[src/rtl/pwmrb_pkg.sv]
package pwmrb_pkg;

    typedef enum logic [2:0] {
        S_IDLE,
        S_PREP,
        S_DIV,
        S_SCALE,
        S_FINISH
    } pwmrb_state_e;

endpackage

[src/rtl/pwmrb_mask.sv]
module pwmrb_mask #(
    parameter int PER_W = 16,
    parameter int CNT_W = 4,
    parameter int NUM_W = 34
) (
    input  logic [PER_W-1:0] per_fld,
    input  logic [CNT_W-1:0] cnt_fld,
    input  logic [PER_W-1:0] duty_fld,
    input  logic             frac_en,
    output logic [CNT_W:0]   nbits,
    output logic [PER_W-1:0] per_eff,
    output logic [NUM_W-1:0] num
);
    localparam logic [CNT_W:0] FULL = (CNT_W+1)'(PER_W);

    logic [PER_W-1:0] pmask;
    logic [PER_W-1:0] pm;
    logic [PER_W-1:0] dmask;

    always_comb begin
        nbits   = (cnt_fld == '0) ? FULL : {1'b0, cnt_fld};
        pmask   = {PER_W{1'b1}} >> (FULL - nbits);
        pm      = per_fld & pmask;
        per_eff = (pm == '0) ? {PER_W{1'b1}} : pm;
        dmask   = frac_en ? {PER_W{1'b1}} : (pmask << (FULL - nbits));
        num     = NUM_W'(duty_fld & dmask) << (nbits + (CNT_W+1)'(1));
    end

endmodule

[src/rtl/pwmrb_divider.sv]
module pwmrb_divider #(
    parameter int NUM_W = 34,
    parameter int PER_W = 16
) (
    input  logic             clk,
    input  logic             rst_n,
    input  logic             load,
    input  logic             step,
    input  logic [NUM_W-1:0] num,
    input  logic [PER_W-1:0] den,
    output logic [NUM_W-1:0] quo
);
    logic [NUM_W-1:0] nq;
    logic [PER_W-1:0] rem;
    logic [PER_W:0]   trial;
    logic [PER_W:0]   diff;
    logic             ge;

    always_comb begin
        trial = {rem, nq[NUM_W-1]};
        ge    = trial >= {1'b0, den};
        diff  = trial - {1'b0, den};
    end

    always_ff @(posedge clk) begin
        if (!rst_n) begin
            nq  <= '0;
            rem <= '0;
        end else if (load) begin
            nq  <= num;
            rem <= '0;
        end else if (step) begin
            nq  <= {nq[NUM_W-2:0], ge};
            rem <= ge ? diff[PER_W-1:0] : trial[PER_W-1:0];
        end
    end

    assign quo = nq;

    // partial remainder always stays below the divisor
    p_rem_below_period_r5: assert property (@(posedge clk) disable iff (!rst_n)
        step |-> (rem < den));

endmodule

[src/rtl/pwmrb_rescale.sv]
module pwmrb_rescale #(
    parameter int NUM_W  = 34,
    parameter int PER_W  = 16,
    parameter int CNT_W  = 4,
    parameter int PROD_W = 50
) (
    input  logic [NUM_W-1:0]  quo,
    input  logic [PER_W-1:0]  per,
    input  logic [PROD_W-1:0] prod_q,
    input  logic [CNT_W:0]    nbits,
    output logic [PROD_W-1:0] prod,
    output logic [PER_W-1:0]  level_nx
);
    logic [NUM_W-1:0]  half;
    logic [PROD_W-1:0] tail;

    always_comb begin
        half     = (quo + NUM_W'(1)) >> 1;
        prod     = PROD_W'(half) * PROD_W'(per);
        tail     = prod_q >> (nbits - (CNT_W+1)'(1));
        level_nx = PER_W'(tail >> 1) + PER_W'(tail[0]);
    end

endmodule

[src/rtl/pwm_duty_to_level.sv]
module pwm_duty_to_level
    import pwmrb_pkg::*;
#(
    parameter int PER_W = 16,
    parameter int CNT_W = 4
) (
    input  logic             clk,
    input  logic             rst_n,
    input  logic             start,
    input  logic [PER_W-1:0] per_fld,
    input  logic [CNT_W-1:0] cnt_fld,
    input  logic [PER_W-1:0] duty_fld,
    input  logic             frac_en,
    output logic [PER_W-1:0] level,
    output logic             done
);
    localparam int NUM_W  = 2 * PER_W + 2;
    localparam int PROD_W = NUM_W + PER_W;
    localparam int STEP_W = $clog2(NUM_W);
    localparam logic [STEP_W-1:0] LAST_STEP = STEP_W'(NUM_W - 1);

    pwmrb_state_e st, st_nx;

    logic [PER_W-1:0]  per_cap, duty_cap, per_q;
    logic [CNT_W-1:0]  cnt_cap;
    logic              frac_cap;
    logic [CNT_W:0]    nbits, nbits_q;
    logic [PER_W-1:0]  per_eff;
    logic [NUM_W-1:0]  num, quo;
    logic [PROD_W-1:0] prod, prod_q;
    logic [PER_W-1:0]  level_nx;
    logic [STEP_W-1:0] step_cnt;

    pwmrb_mask #(.PER_W(PER_W), .CNT_W(CNT_W), .NUM_W(NUM_W)) u_mask (
        .per_fld (per_cap),
        .cnt_fld (cnt_cap),
        .duty_fld(duty_cap),
        .frac_en (frac_cap),
        .nbits   (nbits),
        .per_eff (per_eff),
        .num     (num)
    );

    pwmrb_divider #(.NUM_W(NUM_W), .PER_W(PER_W)) u_div (
        .clk  (clk),
        .rst_n(rst_n),
        .load (st == S_PREP),
        .step (st == S_DIV),
        .num  (num),
        .den  (per_q),
        .quo  (quo)
    );

    pwmrb_rescale #(.NUM_W(NUM_W), .PER_W(PER_W), .CNT_W(CNT_W), .PROD_W(PROD_W)) u_rescale (
        .quo     (quo),
        .per     (per_q),
        .prod_q  (prod_q),
        .nbits   (nbits_q),
        .prod    (prod),
        .level_nx(level_nx)
    );

    always_comb begin
        st_nx = st;
        unique case (st)
            S_IDLE:   if (start) st_nx = S_PREP;
            S_PREP:   st_nx = S_DIV;
            S_DIV:    if (step_cnt == LAST_STEP) st_nx = S_SCALE;
            S_SCALE:  st_nx = S_FINISH;
            S_FINISH: st_nx = S_IDLE;
            default:  st_nx = S_IDLE;
        endcase
    end

    // state register
    always_ff @(posedge clk) begin
        if (!rst_n) st <= S_IDLE;
        else        st <= st_nx;
    end

    // datapath registers
    always_ff @(posedge clk) begin
        if (!rst_n) begin
            per_cap  <= '0;
            duty_cap <= '0;
            cnt_cap  <= '0;
            frac_cap <= 1'b0;
            per_q    <= '1;
            nbits_q  <= '0;
            prod_q   <= '0;
            step_cnt <= '0;
        end else begin
            unique case (st)
                S_IDLE: if (start) begin
                    per_cap  <= per_fld;
                    duty_cap <= duty_fld;
                    cnt_cap  <= cnt_fld;
                    frac_cap <= frac_en;
                end
                S_PREP: begin
                    per_q    <= per_eff;
                    nbits_q  <= nbits;
                    step_cnt <= '0;
                end
                S_DIV:    step_cnt <= step_cnt + STEP_W'(1);
                S_SCALE:  prod_q   <= prod;
                S_FINISH: ;
                default:  ;
            endcase
        end
    end

    // outputs
    always_ff @(posedge clk) begin
        if (!rst_n) begin
            level <= '0;
            done  <= 1'b0;
        end else begin
            done <= (st == S_FINISH);
            if (st == S_FINISH) level <= level_nx;
        end
    end

    // done lasts one cycle
    p_done_single_r6: assert property (@(posedge clk) disable iff (!rst_n)
        done |=> !done);

    // the FSM is back in IDLE when done is seen
    p_done_in_idle_r8: assert property (@(posedge clk) disable iff (!rst_n)
        done |-> (st == S_IDLE));

    // no new conversion is launched from a busy state
    p_busy_blocks_start_r8: assert property (@(posedge clk) disable iff (!rst_n)
        (st != S_IDLE) |=> (st != S_PREP));

    // captured duty holds while a conversion runs
    p_fields_held_r7: assert property (@(posedge clk) disable iff (!rst_n)
        (st != S_IDLE) |=> $stable(duty_cap));

    // level only moves with done
    p_level_on_done_r10: assert property (@(posedge clk) disable iff (!rst_n)
        !$stable(level) |-> done);

endmodule

[config.mk]
export PLATFORM = sky130hd
export DESIGN_NAME = pwm_duty_to_level
export DESIGN_NICKNAME = d
export VERILOG_FILES = /design/src/rtl/pwmrb_pkg.sv /design/src/rtl/pwmrb_mask.sv /design/src/rtl/pwmrb_divider.sv /design/src/rtl/pwmrb_rescale.sv /design/src/rtl/pwm_duty_to_level.sv
export SDC_FILE = /design/constraint.sdc
export NUM_CORES = 2
export LEC_CHECK = 0
export ABC_AREA = 1
export BUFFER_PORTS_ARGS = -buffer_cell sky130_fd_sc_hd__clkbuf_2
export CORE_ASPECT_RATIO = 1.25
export CORE_MARGIN = 4
export CORE_UTILIZATION = 60
export CTS_BUF_LIST = sky130_fd_sc_hd__clkbuf_2 sky130_fd_sc_hd__clkbuf_4 sky130_fd_sc_hd__clkbuf_8
export DETAILED_ROUTE_END_ITERATION = 8
export HOLD_SLACK_MARGIN = 0.02
export PLACE_DENSITY = 0.77
export SLEW_MARGIN = 5
export SYNTH_ARGS = -nofsm -noshare
export SYNTH_HDL_FRONTEND = slang
export SYNTH_HIERARCHICAL = 1
export SYNTH_SLANG_ARGS = --single-unit
[constraint.sdc]
create_clock -name clk -period 7.9 [get_ports clk]
set_input_delay 0.395 -clock clk [delete_from_list [all_inputs] [get_ports clk]]
set_output_delay 0.395 -clock clk [all_outputs]
set_load 0.02 [all_outputs]
# [After elaboration in Yosys (flattened, before gate mapping)]
# Cells that the tools add are included.
# Widths: inputs -> output; s select.
[word_totals] n_memories=0 ram_bits=0 latch_bits=0 romBits=0 wordCells=53 reg_bits=184 out_inout_bits=17
[op_classes] n_reduce_logical=7 div_mod_pow=0 order_cmp=1 add_sub_neg=7 n_mul=1 bitwise_logic=3 muxes=10 shift=4 eq_ne=7
[ops] op="$mux 34" count=2
[ops] op="$shr 50x5->17" count=1
[ops] op="$mul 33x16->49" count=1
[ops] op="$mux 16" count=3
[ops] op="$add 34x1->34 const B" count=1
[ops] op="$shl 34x5->34" count=1
[ops] op="$and 16x16->16" count=2
[ops] op="$ge 17x16->1" count=1
[ops] op="$add 16x1->16" count=1
[ops] op="$logic_not 16->1" count=1
[ops] op="$shl 16x5->16" count=1
[ops] op="$shr 16x5->16 const A" count=1
[ops] op="$sub 16x16->16" count=1
[ops] op="$pmux 3 s4" count=1
[ops] op="$pmux 6 s2" count=1
[ops] op="$add 6x1->6 const B" count=1
[ops] op="$eq 3x2->1 const B" count=2
[ops] op="$eq 6x6->1 const B" count=1
[ops] op="$mux 3" count=2
[ops] op="$add 5x1->5 const B" count=1
[ops] op="$mux 5" count=1
[ops] op="$sub 5x1->5 const B" count=1
[ops] op="$sub 5x5->5 const A" count=1
[ops] op="$logic_not 4->1" count=1
[ops] op="other kinds (8)" count=10

# [Logic depth before layout (Yosys ltp)]
[logic_depth] ltp_word=9 mapped_depth=38 depth_no_buf=38

# [Modules after synthesis]
# Netlist, hierarchy kept.
[by_module_without_submodules] module="pwmrb_rescale" seq_area_each_um2=0.0 n_inst=1 cells_per_inst=2915 area_each_um2=20317.0
[by_module_without_submodules] module="pwm_duty_to_level" seq_area_each_um2=2682.6 n_inst=1 cells_per_inst=613 area_each_um2=4885.9
[by_module_without_submodules] module="pwmrb_divider" seq_area_each_um2=1001.0 n_inst=1 cells_per_inst=557 area_each_um2=3539.6
[by_module_without_submodules] module="pwmrb_mask" seq_area_each_um2=0.0 n_inst=1 cells_per_inst=471 area_each_um2=2366.0

# [Worst setup path before layout]
# No wires, ideal clock.
[synth_timing] path_type="flip-flop to flip-flop" startpoint="register u_div.nq[0] (netlist: u_div/quo[0])" endpoint="register prod_q[30]" path_stages_with_launch=31 setup_slack_ns=1.427 period_less_slack_ns=6.473 arrival_ns=6.357 setup_ns=0.116 required_ns=7.784 path_cell_list="dfxtp_1 ha_1 nand2_1 inv_1 nand2_1 inv_1 nand3_1 inv_1 or2_2 nand2_1 clkinv_1 nand2_1 fa_1 fa_1 fa_1 fa_1 inv_1 fa_1 inv_1 fa_1 inv_1 ha_1 a21oi_1 o21ai_0 a21oi_1 nand2_1 a21oi_1 o21ai_0 xor2_1 o21ai_0 nor2_1"
[synth_via] elab_chain_cells=2
[synth_lines] item="start: declaration" line_no="pwmrb_divider.sv:13" text="logic [NUM_W-1:0] nq;"
[synth_lines] item="start signal: assignment" line_no="pwmrb_divider.sv:30" text="nq <= num;"
[synth_lines] item="start signal: assignment" line_no="pwmrb_divider.sv:33" text="nq <= {nq[NUM_W-2:0], ge};"
[synth_lines] item="$add 34x1->34" line_no="pwmrb_rescale.sv:18" text="half = (quo + NUM_W'(1)) >> 1;"
[synth_lines] item="$mul 33x16->49" line_no="pwmrb_rescale.sv:19" text="prod = PROD_W'(half) * PROD_W'(per);"
[synth_lines] item="named net prod[30]" line_no="pwm_duty_to_level.sv:30" text="logic [PROD_W-1:0] prod, prod_q;"
[synth_lines] item="end signal: assignment" line_no="pwm_duty_to_level.sv:106" text="S_SCALE: prod_q <= prod;"
[synth_lines] item="end: declaration" line_no="pwm_duty_to_level.sv:30"
# The timed path passes the listed nets, and every way through them passes these cells.
# A chain may end at the register's enable or synchronous reset.

# [Worst setup path in the final report]
[layout_timing] startpoint="register u_div.nq[4] (netlist: u_div/quo[4])" endpoint="register prod_q[27]"
# Same word-level chain as after synthesis.

==> flow_summary.toml <==
[die]
io_pins = 57
rows = 92
core_sq_um = 50800
die_h_um = 262
die_x_um = 211
die_area_sq_um = 55300
initial_core_util = 0.609

[worst_hold_path]
hold_end = "per_cap[1]"
hold_start = "per_fld[1]"
min-delay-path-class = "in -> reg"
worstHoldPathCells = 3

[synth]
syn_nets = 5151
synthCells = 4528
avgSynthCellArea_sq_um = 6.83
yosys_warnings = 6
synthesis.area_sq_um = 30900

[clock_tree]
ctsLongestPathBuffers = 2
clk_latency_ns = 0.58
root_buffer = "clkbuf_8"
clock_sink_count = 182
tritoncts = "built"
htreeDepth = 4
numCtsBuffers = 17
clk_pin_slew_ns = 0.12

[critical_path]
critPathTopFamily = "adder cells"
worstPathRequired_ns = 8.42
worst-path-max-fanout = 9
crit_buf_inv = 4
max_stage_delay_ns = 0.58
crit_top_cell = "fa_1"
timing.rr.end = "prod_q[27]"
cp-start-kind = "flip-flop"
crit_type = "reg -> reg"
cp.arrival_ns = 8.09
critPathSlowestCell = "fa_1"
critPathCaptureType = "flip-flop"
rrSetupSlack_ns = 0.32
r2r_start = "u_div/quo[4]"
reg2regPathDepth = 29

[timing]
tightestPinTransition_ns = 0.977
maxSlewViolCount = 0
fmaxAchievable_mhz = 132
hold_viol = 0
period_minus_slack_ns = 7.58
timing.final.ws_setup_ns = 0.325
maxSlewHeadroom = 0.349
clock_skew_ns = 0.0275
rsz0062_at_grt = "yes"
setup_viol = 0
period_share = 0.959

[routing]
dr.first_iter.drc_count = 3080
first_pass_iters = 6
vias = 29900
avgRoutedWirePerCell_um = 18.8
postRouteAntennaNets = 0
drc_errors = 0
wl_mm = 97.4
vias_per_cell = 5.77

[placed_design]
place_ws_ns = -0.0533
hpwl_mm = 77.7
io_buffers = 56
finalWeightedCongestion = 1.02
dpl-instance-area_sq_um = 31700
dp.cells = 5138

[flow_run]
drv_cap = 0

[global_routing]
grt_max_degree = 87
grt_pass1_vias = 29000
antenna_found_initial = 1
grt_first_pass_wirelength_mm = 154
grtUsageTotal = 0.352
gr-total-overflow = 0

[power]
pwr_density_cell_nw_per_um2 = 129
ir_drop_uv = 174
leakage_nw = 16.5

[run_status]
status = "complete, no violations"

[cells_and_area]
multi_input_area_sq_um = 23400
fin_area_sq_um = 32200
final.fill_count = 4854
fin_cells = 5177
final_layout_size_suffix_gt1_frac = 0.0732
antenna_cells = 0
seq_area_sq_um = 3650
nets = 5129
syn_to_final_growth_pct = 4.22
==> placed cells by master, fill, tap and decap left out, types with 11 or more instances in the layout <==
| master | n |
|---|---|
| a21oi_1 | 129 |
| buf_4 | 88 |
| clkbuf_2 | 55 |
| clkbuf_8 | 17 |
| clkinv_1 | 17 |
| dfxtp_1 | 179 |
| fa_1 | 433 |
| ha_1 | 150 |
| inv_1 | 750 |
| inv_2 | 29 |
| nand2_1 | 1144 |
| nand2_2 | 22 |
| nand3_1 | 468 |
| nand3_2 | 34 |
| nand3b_1 | 11 |
| nand4_1 | 79 |
| nor2_1 | 517 |
| nor2_2 | 11 |
| nor3_1 | 20 |
| o211ai_1 | 12 |
| o21ai_0 | 127 |
| o21ai_1 | 22 |
| o221ai_1 | 14 |
| or2_2 | 13 |
| xnor2_1 | 23 |
| xor2_1 | 36 |
==> area by class of cell <==
class                           instances  area share
Clock inverter                         15     0.00609
Tap cell                              658      0.0255
Clock buffer                           17     0.00726
Multi-Input combinational cell       3360       0.725
Inverter                              802      0.0940
Timing Repair Buffer                  143      0.0290
Sequential cell                       182       0.113
==> worst reg2reg max path, delay by kind of cell (launching register included) <==
family	cells	cell delay, ns
simple gates	14	2.31
compound gates	3	0.64
buf+inv	4	0.37
flops	1	0.42
xor+xnor	1	0.36
fa+ha+maj	7	3.43
==> how the worst max path moves through the flow <==
stage / start / endpoint / slack (ns) / cells after the start
2_1_floorplan: u_div/quo[0] / prod_q[30] / 1.43 / 30
3_3_place_gp: u_div/quo[0] / prod_q[34] / -0.04 / 30
3_5_place_dp: u_div/quo[0] / prod_q[34] / -0.05 / 30
4_1_cts: u_div/quo[0] / prod_q[34] / 0.07 / 30
5_1_grt: u_div/quo[1] / prod_q[34] / -0.07 / 30
6_report: u_div/quo[4] / prod_q[27] / 0.32 / 29
==> state kept, by name, indices dropped and copies added (netlist names) <==
name / cells
cnt_cap: 4
done: 1
duty_cap: 16
frac_cap: 1
level: 16
nbits_q: 5
per_cap: 16
per_q: 16
prod_q: 48
st: 3
step_cnt: 6
u_div/quo: 34
u_div/rem: 16
==> repair_timing <==
action	CTS	global route
setup buffers	0	7
hold buffers	0	0
resized for setup	1	17
endpoints found under the setup margin	1	26
==> through the flow <==
stage	utilization	power, mW	TNS [ns]	hold WS (ns)
finish	0.635	4.14	0	0.0741
global placement	0.624	3.39	-0.0371	0.452
global route	0.635	4.48	-0.0901	0.0517
CTS	0.633	4.12	0	0.0341
floorplan	-	2.74	0	0.435
detailed placement	0.624	3.42	-0.0533	0.455
==> layer usage <==
| layer | GRT usage | vias to the layer above | part of all wire |
|---|---|---|---|
| li1 | - | 13900 | - |
| met1 | 0.426 | 14200 | 0.37 |
| met2 | 0.602 | 1396 | 0.49 |
| met3 | 0.0599 | 370 | 0.076 |
| met4 | 0.189 | 2 | 0.061 |
| met5 | 0 | - | 0.00021 |
==> power breakdown <==
group	internal, mW	switching (mW)	total [mW]
sequential	0.964	0.0669	1.03
combinational	0.789	1.63	2.42
clock	0.247	0.447	0.694
total	2.00	2.14	4.14
(Power assumes the default switching activity.)
